$ cat src/rtl/trc_pkg.sv
package trc_pkg;

    localparam int TRC_DW = 32;

    typedef struct packed {
        logic [3:0]        code;
        logic              s_en;
        logic [1:0]        s_sz;
        logic [TRC_DW-1:0] s_val;
        logic              d_en;
        logic [1:0]        d_sz;
        logic [TRC_DW-1:0] d_val;
        logic              cof;
        logic              t_en;
        logic [3:0]        t_mk;
        logic [TRC_DW-1:0] t_val;
    } trc_rec_t;

    typedef enum logic [3:0] {
        PH_ST, PH_SM, PH_SD, PH_DM, PH_DD, PH_CF, PH_TM, PH_TD, PH_END
    } trc_phase_t;

    function automatic logic [3:0] sz_mark(input logic [1:0] sz);
        case (sz)
            2'b00:   return 4'h8;
            2'b01:   return 4'h9;
            default: return 4'hB;
        endcase
    endfunction

    function automatic logic [3:0] sz_len(input logic [1:0] sz);
        case (sz)
            2'b00:   return 4'd2;
            2'b01:   return 4'd4;
            default: return 4'd8;
        endcase
    endfunction

    function automatic logic [3:0] mk_len(input logic [3:0] mk);
        case (mk)
            4'h9:    return 4'd4;
            4'hA:    return 4'd6;
            default: return 4'd8;
        endcase
    endfunction

endpackage

$ cat src/rtl/trc_capture.sv
module trc_capture
    import trc_pkg::*;
(
    input  logic              ret_spec,
    input  logic              exc_vld,
    input  logic              src_vld,
    input  logic [1:0]        src_sz,
    input  logic [TRC_DW-1:0] src_val,
    input  logic              dst_vld,
    input  logic [1:0]        dst_sz,
    input  logic [TRC_DW-1:0] dst_val,
    input  logic              mm_vld,
    input  logic [3:0]        mm_addr,
    input  logic [4:0]        mm_cnt,
    input  logic              cof_vld,
    input  logic              cof_jmp,
    input  logic [2:0]        cof_mode,
    input  logic [TRC_DW-1:0] cof_tgt,
    input  logic              cfg_opnd,
    input  logic              cfg_tgt,
    output trc_rec_t          rec
);

    logic line_xfer;
    logic mode_ok;

    always_comb begin
        line_xfer = mm_vld && (mm_addr == 4'd0) && (mm_cnt >= 5'd4);
        mode_ok   = !cof_jmp || (cof_mode == 3'd2) || (cof_mode == 3'd3)
                    || (cof_mode == 3'd4) || (cof_mode == 3'd6);

        rec.code  = exc_vld ? 4'hC : (ret_spec ? 4'h4 : 4'h1);
        rec.s_en  = src_vld && cfg_opnd && !line_xfer;
        rec.s_sz  = src_sz;
        rec.s_val = src_val;
        rec.d_en  = dst_vld && cfg_opnd && !line_xfer;
        rec.d_sz  = dst_sz;
        rec.d_val = dst_val;
        rec.cof   = cof_vld;
        rec.t_en  = cof_vld && cfg_tgt && mode_ok;
        rec.t_val = cof_tgt;
        if (cof_tgt[31:16] == 16'd0)      rec.t_mk = 4'h9;
        else if (cof_tgt[31:24] == 8'd0)  rec.t_mk = 4'hA;
        else                              rec.t_mk = 4'hB;
    end

endmodule

$ cat src/rtl/trc_recq.sv
module trc_recq
    import trc_pkg::*;
#(
    parameter int DEPTH = 2
) (
    input  logic     clk,
    input  logic     rst_n,
    input  logic     push,
    input  trc_rec_t din,
    input  logic     pop,
    output trc_rec_t dout,
    output logic     empty,
    output logic     full
);

    localparam int PW = (DEPTH > 1) ? $clog2(DEPTH) : 1;
    localparam int CW = $clog2(DEPTH + 1);

    typedef struct packed {
        logic [PW-1:0] wp;
        logic [PW-1:0] rp;
        logic [CW-1:0] cnt;
    } q_state_t;

    q_state_t q_d, q_q;
    trc_rec_t mem_q [DEPTH];

    always_comb begin
        q_d = q_q;
        if (push) q_d.wp = (q_q.wp == PW'(DEPTH - 1)) ? '0 : q_q.wp + 1'b1;
        if (pop)  q_d.rp = (q_q.rp == PW'(DEPTH - 1)) ? '0 : q_q.rp + 1'b1;
        case ({push, pop})
            2'b10:   q_d.cnt = q_q.cnt + 1'b1;
            2'b01:   q_d.cnt = q_q.cnt - 1'b1;
            default: q_d.cnt = q_q.cnt;
        endcase
    end

    always_ff @(posedge clk or negedge rst_n) begin
        if (!rst_n) q_q <= '0;
        else        q_q <= q_d;
    end

    always_ff @(posedge clk) begin
        if (push) mem_q[q_q.wp] <= din;
    end

    assign dout  = mem_q[q_q.rp];
    assign empty = (q_q.cnt == '0);
    assign full  = (q_q.cnt == CW'(DEPTH));

    AST_NO_OVERFLOW: assert property (@(posedge clk) disable iff (!rst_n)
        push && !pop |=> q_q.cnt == $past(q_q.cnt) + 1'b1 && q_q.cnt <= CW'(DEPTH));
    AST_POP_HELD: assert property (@(posedge clk) disable iff (!rst_n)
        pop |-> !empty);

endmodule

$ cat src/rtl/trc_serial.sv
module trc_serial
    import trc_pkg::*;
(
    input  logic     clk,
    input  logic     rst_n,
    input  logic     head_vld,
    input  trc_rec_t head,
    output logic     pop,
    output logic [3:0] pst,
    output logic [3:0] ddata
);

    typedef struct packed {
        trc_phase_t phase;
        logic [2:0] nib;
        logic [3:0] pst;
        logic [3:0] dd;
    } s_state_t;

    s_state_t s_d, s_q;

    function automatic trc_phase_t nxt(input trc_rec_t r, input trc_phase_t p);
        trc_phase_t n;
        n = PH_END;
        case (p)
            PH_ST:   n = r.s_en ? PH_SM : (r.d_en ? PH_DM : (r.cof ? PH_CF : PH_END));
            PH_SM:   n = PH_SD;
            PH_SD:   n = r.d_en ? PH_DM : (r.cof ? PH_CF : PH_END);
            PH_DM:   n = PH_DD;
            PH_DD:   n = r.cof ? PH_CF : PH_END;
            PH_CF:   n = r.t_en ? PH_TM : PH_END;
            PH_TM:   n = PH_TD;
            default: n = PH_END;
        endcase
        return n;
    endfunction

    logic              adv;
    logic [3:0]        len;
    logic [TRC_DW-1:0] val;
    trc_phase_t        nph;

    always_comb begin
        s_d  = s_q;
        s_d.pst = 4'h0;
        s_d.dd  = 4'h0;
        adv  = 1'b0;
        pop  = 1'b0;
        len  = 4'd8;
        val  = head.t_val;
        case (s_q.phase)
            PH_SD:   begin len = sz_len(head.s_sz); val = head.s_val; end
            PH_DD:   begin len = sz_len(head.d_sz); val = head.d_val; end
            default: begin len = mk_len(head.t_mk); val = head.t_val; end
        endcase
        if (head_vld) begin
            case (s_q.phase)
                PH_ST: begin s_d.pst = head.code;          adv = 1'b1; end
                PH_SM: begin s_d.pst = sz_mark(head.s_sz); adv = 1'b1; end
                PH_DM: begin s_d.pst = sz_mark(head.d_sz); adv = 1'b1; end
                PH_CF: begin s_d.pst = 4'h5;               adv = 1'b1; end
                PH_TM: begin s_d.pst = head.t_mk;          adv = 1'b1; end
                PH_SD, PH_DD, PH_TD: begin
                    s_d.dd = val[{s_q.nib, 2'b00} +: 4];
                    if ({1'b0, s_q.nib} == len - 4'd1) adv = 1'b1;
                    else s_d.nib = s_q.nib + 3'd1;
                end
                default: adv = 1'b1;
            endcase
        end
        nph = nxt(head, s_q.phase);
        if (adv) begin
            s_d.nib = 3'd0;
            if (nph == PH_END) begin
                pop       = 1'b1;
                s_d.phase = PH_ST;
            end else begin
                s_d.phase = nph;
            end
        end
    end

    always_ff @(posedge clk or negedge rst_n) begin
        if (!rst_n) s_q <= '{phase: PH_ST, nib: 3'd0, pst: 4'h0, dd: 4'h0};
        else        s_q <= s_d;
    end

    assign pst   = s_q.pst;
    assign ddata = s_q.dd;

    AST_IDLE_QUIET: assert property (@(posedge clk) disable iff (!rst_n)
        !head_vld |=> pst == 4'h0 && ddata == 4'h0);
    AST_DATA_NO_STATUS: assert property (@(posedge clk) disable iff (!rst_n)
        head_vld && (s_q.phase == PH_SD || s_q.phase == PH_DD || s_q.phase == PH_TD)
        |=> pst == 4'h0);
    AST_NIB_BOUND: assert property (@(posedge clk) disable iff (!rst_n)
        head_vld && s_q.phase == PH_SD |-> {1'b0, s_q.nib} < sz_len(head.s_sz));

endmodule

$ cat src/rtl/trc_encoder.sv
module trc_encoder
    import trc_pkg::*;
#(
    parameter int DEPTH = 2
) (
    input  logic        clk,
    input  logic        rst_n,
    input  logic        ret_vld,
    input  logic        ret_spec,
    input  logic        exc_vld,
    input  logic        src_vld,
    input  logic [1:0]  src_sz,
    input  logic [31:0] src_val,
    input  logic        dst_vld,
    input  logic [1:0]  dst_sz,
    input  logic [31:0] dst_val,
    input  logic        mm_vld,
    input  logic [3:0]  mm_addr,
    input  logic [4:0]  mm_cnt,
    input  logic        cof_vld,
    input  logic        cof_jmp,
    input  logic [2:0]  cof_mode,
    input  logic [31:0] cof_tgt,
    input  logic        cfg_opnd,
    input  logic        cfg_tgt,
    output logic        rdy,
    output logic [3:0]  pst,
    output logic [3:0]  ddata
);

    trc_rec_t new_rec;
    trc_rec_t head;
    logic     acc;
    logic     q_empty;
    logic     q_full;
    logic     pop;

    trc_capture u_cap (
        .ret_spec (ret_spec), .exc_vld (exc_vld),
        .src_vld  (src_vld),  .src_sz  (src_sz),  .src_val (src_val),
        .dst_vld  (dst_vld),  .dst_sz  (dst_sz),  .dst_val (dst_val),
        .mm_vld   (mm_vld),   .mm_addr (mm_addr), .mm_cnt  (mm_cnt),
        .cof_vld  (cof_vld),  .cof_jmp (cof_jmp), .cof_mode(cof_mode),
        .cof_tgt  (cof_tgt),  .cfg_opnd(cfg_opnd), .cfg_tgt (cfg_tgt),
        .rec      (new_rec)
    );

    assign acc = ret_vld && !q_full;
    assign rdy = !q_full;

    trc_recq #(.DEPTH(DEPTH)) u_q (
        .clk (clk), .rst_n (rst_n), .push (acc), .din (new_rec),
        .pop (pop), .dout (head), .empty (q_empty), .full (q_full)
    );

    trc_serial u_ser (
        .clk (clk), .rst_n (rst_n), .head_vld (!q_empty), .head (head),
        .pop (pop), .pst (pst), .ddata (ddata)
    );

    AST_STATUS_LEAD: assert property (@(posedge clk) disable iff (!rst_n)
        acc && q_empty |-> ##2 (pst == 4'h1 || pst == 4'h4 || pst == 4'hC));
    AST_FULL_STALL: assert property (@(posedge clk) disable iff (!rst_n)
        q_full |-> !rdy);

endmodule

$ cat config.mk
export PLATFORM = sky130hd
export DESIGN_NAME = trc_encoder
export DESIGN_NICKNAME = d
export VERILOG_FILES = /design/src/rtl/trc_pkg.sv /design/src/rtl/trc_capture.sv /design/src/rtl/trc_recq.sv /design/src/rtl/trc_serial.sv /design/src/rtl/trc_encoder.sv
export SDC_FILE = /design/constraint.sdc
export NUM_CORES = 1
export LEC_CHECK = 0
export BUFFER_PORTS_ARGS = -buffer_cell sky130_fd_sc_hd__buf_2
export CAP_MARGIN = 20
export CORE_ASPECT_RATIO = 0.5
export CORE_MARGIN = 2
export CORE_UTILIZATION = 30
export DETAILED_ROUTE_END_ITERATION = 7
export PLACE_DENSITY = 0.53
export REMOVE_ABC_BUFFERS = 1
export SYNTH_ARGS = -nofsm -noshare
export SYNTH_HDL_FRONTEND = slang
export SYNTH_SLANG_ARGS = --single-unit
$ cat constraint.sdc
create_clock -name clk -period 9.7 [get_ports clk]
set_input_delay 1.455 -clock clk [delete_from_list [all_inputs] [get_ports clk]]
set_output_delay 1.455 -clock clk [all_outputs]
set_load 0.01 [all_outputs]
==> flow_metrics.env, run 1 <==
export IMPL_ant_nets=0
export IMPL_antenna_found_initial=5
export IMPL_dr_pass1_iters=4
export IMPL_synth_seq_area_share_pct=71.7
export IMPL_r2r_end="u_q.q_q[1]"
export IMPL_min_from="u_q.q_q[1]"
export IMPL_max_freq_ghz=0.251
export IMPL_synth_seq_cells=237
export IMPL_syn_area_per_cell_um2=15.9
export IMPL_grt_pass1_wl_um=33200
export IMPL_portBuffers=130
export IMPL_path_clk_slew_ns=0.06
export IMPL_post_cts_setup_buffer_count=0
export IMPL_final_hold_violation_count=0
export IMPL_synth_area_um2=9790
export IMPL_clockBufferDepth=3
export IMPL_hold_path_class="flop to flop"
export IMPL_ff2ff_path_depth=12
export IMPL_fin_tns_setup_ns=0
export IMPL_crit_slowest_cell="dfrtp_4"
export IMPL_synth_edf_count=218
export IMPL_drcViolationCount=0
export IMPL_cp_end_kind="flop"
export IMPL_setup_slack_ns=5.71
export IMPL_yosysMostFrequentCell="edfxtp_1"
export IMPL_crit_type="flop to flop"
export IMPL_cp_common_cell="ha_1"
export IMPL_yosysWarnings=0
export IMPL_ios=133
export IMPL_grt_use_total_pct=12.5
export IMPL_final_layout_size_suffix_gt1_share_pct=26.1
export IMPL_finalWirelength_um=21500
export IMPL_synth_cell_types=54
export IMPL_dp_cells=1144
export IMPL_setup_worst_path_start_class="flop"
export IMPL_insertion_delay_ns=0.52
export IMPL_p_leak_nw=4.25
export IMPL_place_detailed_hpwl_um=13700
export IMPL_drt_iter0_drc=456
export IMPL_holdWs_ns=0.528
export IMPL_grt_max_degree=63
export IMPL_status="completed"
export IMPL_placed_area_um2=10800
export IMPL_synth_top_area_share_pct=66.9
export IMPL_cp_num_buf_inv=0
export IMPL_cts_buffers=25
export IMPL_finalCriticalPeriod_ns=3.99
export IMPL_stdcell_count=1187
export IMPL_num_rows=46
export IMPL_rrSetupSlack_ns=5.71
export IMPL_grt_overflow=0
export IMPL_p_per_area_nw_per_um2=304
export IMPL_holdPathEnd="u_ser.s_q[14]"
export IMPL_h_tree_depth=1
export IMPL_finalCoreUtilization_pct=36.5
export IMPL_synthToLayoutAreaGrowth_pct=18.8
export IMPL_irDropWorstVdd_mv=0.115
export IMPL_synth_common_cells="edfxtp_1, mux2i_1, nor2_1, o21ai_0, o22ai_1"
export IMPL_critPathMaxStageDelay_ns=1.08
export IMPL_cts_sinks=237
export IMPL_path_cells="mux2_2, ha_1, o22ai_1, a31oi_1, ha_1, xor2_1, and2_1, a311oi_2, a211oi_2, ha_1, nor2_1, xor2_1"
export IMPL_die_area_um2=34200
export IMPL_final_max_slew_viol_count=0
export IMPL_hold_buffers=0
export IMPL_routabilityCongestion=0.739
export IMPL_viasPerCell=4.70
export IMPL_async_reset_ff_share_pct=8.02
export IMPL_die_w_um=259
export IMPL_rr_startpoint="u_q.q_q[2]"
export IMPL_cts_tree="yes"
export IMPL_worst_slew_pin_slew_ns=1.02
export IMPL_rsz0062_at_grt="no"
export IMPL_grt_pass1_vias=5908
export IMPL_post_place_ws_ns=5.70
export IMPL_synth_area_leader_cell="edfxtp_1"
export IMPL_wl_per_cell_um=18.1
export IMPL_final_nets=867
export IMPL_power_mw=3.53
export IMPL_setup_violations_final=0
export IMPL_final_area_um2=11600
export IMPL_drv_cap=0
export IMPL_synth_cells=616
export IMPL_skew_ns=0.00894
export IMPL_root_buffer="clkbuf_16"
export IMPL_start_util_pct=30.7
export IMPL_cts_resized_gates=0
export IMPL_die_h_um=132
export IMPL_core_um2=31900
export IMPL_required_ns=10.14
export IMPL_num_vias=5580
export IMPL_min_path_cells=1
export IMPL_slew_headroom_pct=32.0
export IMPL_ys_flop_type="edfxtp_1"
export IMPL_min_period_over_period_pct=41.2
export IMPL_critPathArrivalTime_ns=4.43
export IMPL_cp_top_family="flip-flops"
export IMPL_worstPathMaxFanout=62
export IMPL_synth_top_cells_by_area="edfxtp_1, mux2i_1, dfrtp_1"
-- layer usage --
layer	global-route usage [%]	vias up	part of all wire [%]
met3	2.19	36	3.4
met4	3.16	8	1.9
met2	22.2	83	52
met5	0	-	0.24
met1	15.7	2790	43
li1	-	2663	-
-- area by class of cell --
class,instances,area (um^2)
clock inverters,10,128
repair buffers,139,718
clock buffers,32,652
diodes,1,2.50
multi-input cells,329,2540
flip-flops and latches,237,7030
fillers,3074,20300
inverters,7,26.3
well taps,432,541
-- layout by cell type (no fill, tap or decap), drive strengths merged, types with 2 or more instances in the layout --
| cell | netlist | routed |
|---|---|---|
| and3 | 4 | 4 |
| o22a | 5 | 5 |
| o31ai | 4 | 4 |
| edfxtp | 218 | 218 |
| ha | 4 | 4 |
| or4 | 2 | 2 |
| a21oi | 17 | 17 |
| nor3b | 4 | 4 |
| a31oi | 7 | 7 |
| dfrtp | 19 | 19 |
| buf | 30 | 139 |
| nand2b | 2 | 2 |
| o211ai | 4 | 4 |
| mux2 | 15 | 15 |
| mux2i | 97 | 97 |
| clkbuf | 13 | 32 |
| o221ai | 6 | 6 |
| nor3 | 15 | 15 |
| nand2 | 13 | 13 |
| nand3 | 10 | 10 |
| nor2 | 34 | 34 |
| xor2 | 4 | 4 |
| o22ai | 23 | 23 |
| nor4b | 2 | 2 |
| clkinv | 0 | 5 |
| or4b | 2 | 2 |
| xnor2 | 5 | 5 |
| bufinv | 0 | 3 |
| inv | 7 | 9 |
| a211oi | 4 | 4 |
| o311ai | 3 | 3 |
| nor4 | 4 | 4 |
| o32ai | 3 | 3 |
| o21ai | 22 | 22 |
-- cells by family after synthesis --
family	share of synthesized area (%)
AO/OA/AOI/OAI	7.59
flip-flops	71.7
multiplexers	11.8
adder cells (fa/ha/maj)	0.511
XOR/XNOR	0.882
buffers and inverters	2.48
AND/OR/NAND/NOR	5.06
-- state kept, by name (all words and copies together), names as in the netlist --
| signal | cells |
|---|---|
| u_q.mem_q | 218 |
| u_q.q_q | 4 |
| u_ser.ddata | 4 |
| u_ser.pst | 4 |
| u_ser.s_q | 7 |
-- worst max-delay path by stage --
stage          cells after the start       start               to  slack [ns]
2_1_floorplan                      2     ret_vld  u_q.mem_q[0][0]        3.04
3_3_place_gp                      12  u_q.q_q[2]       u_q.q_q[1]        5.76
3_5_place_dp                      12  u_q.q_q[2]       u_q.q_q[1]        5.70
4_1_cts                           12  u_q.q_q[2]       u_q.q_q[1]        5.67
5_1_grt                           13  u_q.q_q[2]       u_q.q_q[1]        5.51
6_report                          12  u_q.q_q[2]       u_q.q_q[1]        5.71
-- report_power, final --
part	switching (mW)	internal, mW	total [mW]
Combinational	0.621	0.442	1.06
Sequential	0.151	1.40	1.55
Clock	0.369	0.551	0.920
No activity file was read; power rests on OpenSTA's default activity.
==> inputs of run 2 (changes only) <==
==> constraint.sdc (replaced) <==
create_clock -name clk -period 3.98 [get_ports clk]
set_input_delay 0.597 -clock clk [delete_from_list [all_inputs] [get_ports clk]]
set_output_delay 0.597 -clock clk [all_outputs]
set_load 0.01 [all_outputs]
==> flow_metrics.env, run 2 (synthesized netlist as in run 1, its figures left out) <==
export IMPL_status="completed"
export IMPL_use_met1_pct=16.0
export IMPL_crit_type="flop to flop"
export IMPL_grt_pass1_wl_um=33300
export IMPL_num_rows=46
export IMPL_post_place_ws_ns=0.531
export IMPL_portBuffers=130
export IMPL_grt_pass1_vias=5845
export IMPL_critPathMaxStageDelay_ns=0.64
export IMPL_root_buffer="clkbuf_16"
export IMPL_cp_end_kind="flop"
export IMPL_final_common_cell="edfxtp_1"
export IMPL_routabilityCongestion=0.733
export IMPL_core_um2=31900
export IMPL_dr_pass1_iters=7
export IMPL_ant_nets=0
export IMPL_cp_top_family="simple AND/OR/NAND/NOR gates"
export IMPL_cts_tree="yes"
export IMPL_path_clk_slew_ns=0.06
export IMPL_drcViolationCount=0
export IMPL_cts_resized_gates=0
export IMPL_setup_violations_final=0
export IMPL_grt_overflow=0
export IMPL_p_leak_nw=4.23
export IMPL_grt_use_total_pct=12.3
export IMPL_hold_buffers=0
export IMPL_rsz0062_at_grt="no"
export IMPL_largest_reg_flops=218
export IMPL_insertion_delay_ns=0.52
export IMPL_rr_startpoint="u_ser.s_q[13]"
export IMPL_start_util_pct=30.7
export IMPL_largestRegisters="u_q.mem_q: 218 flops, u_ser.s_q: 7 flops"
export IMPL_path_cells="or4b_1, nand2_1, o22ai_1, a31oi_1, ha_1, xor2_1, and2_1, a311oi_2, a211oi_2, ha_1, nor2_1, xor2_1"
export IMPL_setup_slack_ns=0.538
export IMPL_skew_ns=0.0165
export IMPL_drt_iter0_drc=425
export IMPL_grt_busiest_layer="met2"
export IMPL_r2r_end="u_q.q_q[1]"
export IMPL_cts_buffers=24
export IMPL_layout_common_cells="edfxtp_1, buf_2, mux2i_1, nor2_1, clkbuf_16"
export IMPL_worstPathMaxFanout=14
export IMPL_drv_cap=0
export IMPL_min_period_over_period_pct=86.5
export IMPL_die_h_um=132
export IMPL_regMostFlops="u_q.mem_q"
export IMPL_finalCoreUtilization_pct=36.3
export IMPL_setup_worst_path_start_class="flop"
export IMPL_stdcell_count=1192
export IMPL_cp_num_buf_inv=0
export IMPL_irDropWorstVdd_mv=0.455
export IMPL_worst_slew_pin_slew_ns=0.991
export IMPL_critPathArrivalTime_ns=3.87
export IMPL_rrSetupSlack_ns=0.54
export IMPL_required_ns=4.41
export IMPL_die_w_um=259
export IMPL_antenna_found_initial=2
export IMPL_place_detailed_hpwl_um=13600
export IMPL_hold_path_class="primary input to asynchronous set/reset pin"
export IMPL_viasPerCell=4.73
export IMPL_finalWirelength_um=21500
export IMPL_power_mw=8.40
export IMPL_post_cts_setup_buffer_count=0
export IMPL_p_per_area_nw_per_um2=725
export IMPL_final_nets=872
export IMPL_wl_per_cell_um=18.0
export IMPL_final_hold_violation_count=0
export IMPL_finalCriticalPeriod_ns=3.44
export IMPL_slew_headroom_pct=33.9
export IMPL_cts_sinks=237
export IMPL_placed_area_um2=10900
export IMPL_die_area_um2=34200
export IMPL_grt_max_degree=70
export IMPL_final_layout_size_suffix_gt1_share_pct=26.3
export IMPL_ios=133
export IMPL_grtUsageMet2_pct=21.4
export IMPL_use_met3_pct=1.90
export IMPL_final_area_um2=11600
export IMPL_dp_cells=1150
export IMPL_clockBufferDepth=3
export IMPL_cp_startpoint="u_ser.s_q[13]"
export IMPL_final_max_slew_viol_count=0
export IMPL_crit_slowest_cell="or4b_1"
export IMPL_h_tree_depth=1
export IMPL_ff2ff_path_depth=12
export IMPL_max_freq_ghz=0.291
export IMPL_synthToLayoutAreaGrowth_pct=18.4
export IMPL_num_vias=5633
==> run 2: changes by cell type in the layout (fill, tap and decap cells not counted) <==
| cell | before | now |
|---|---|---|
| inv_6 | 2 | 0 |
| buf_12 | 0 | 1 |
| bufinv_16 | 3 | 0 |
| clkinv_1 | 4 | 3 |
| buf_4 | 9 | 14 |
| clkinvlp_4 | 0 | 1 |
| clkbuf_16 | 25 | 24 |
| clkinv_8 | 0 | 1 |
| diode_2 | 1 | 2 |
| clkbuf_1 | 7 | 10 |
==> run 2: cell type report <==
type,count,area [um^2]
diodes,2,5.00
clock buffers,34,638
clock inverters,6,40.0
fillers,3087,20300
inverters,7,26.3
multi-input cells,329,2540
flip-flops and latches,237,7030
well taps,432,541
repair buffers,145,776
==> run 2: metrics by stage <==
step | setup TNS, ns | hold WS, ns
global route | 0 | 0.0819
CTS | 0 | 0.0547
finish | 0 | 0.0552
detailed placement | 0 | 0.522
floorplan | -223.38 | 0.301
global placement | 0 | 0.516
==> run 2: worst max-delay path by stage <==
stage / cells past startpoint / endpoint
floorplan: 12 / u_q.q_q[1]
global placement: 12 / u_q.q_q[1]
detailed placement: 12 / u_q.q_q[1]
CTS: 12 / u_q.q_q[1]
global route: 13 / u_q.q_q[1]
finish: 12 / u_q.q_q[1]
==> run 2: worst reg2reg max path: cells and delay by family, from the launching register on <==
family	cells	cell delay (ns)
AND/OR/NAND/NOR	4	1.13
AO/OA/AOI/OAI	4	0.77
adder cells (fa/ha/maj)	2	0.61
flip-flops	1	0.55
XOR/XNOR	2	0.32
==> run 2: report_power, final <==
part	switching [mW]	total (mW)	internal, mW	leakage [nW]
combinational	1.70	2.80	1.10	1.65
clock	0.882	1.99	1.11	0.323
sequential	0.206	3.61	3.41	2.26
total	2.78	8.40	5.62	4.23
==> run 2: routing by layer <==
layer,part of all wire [%],vias up
li1,-,2688
met1,44,2831
met2,50,78
met3,3.2,34
met4,2.0,2
met5,0.051,-
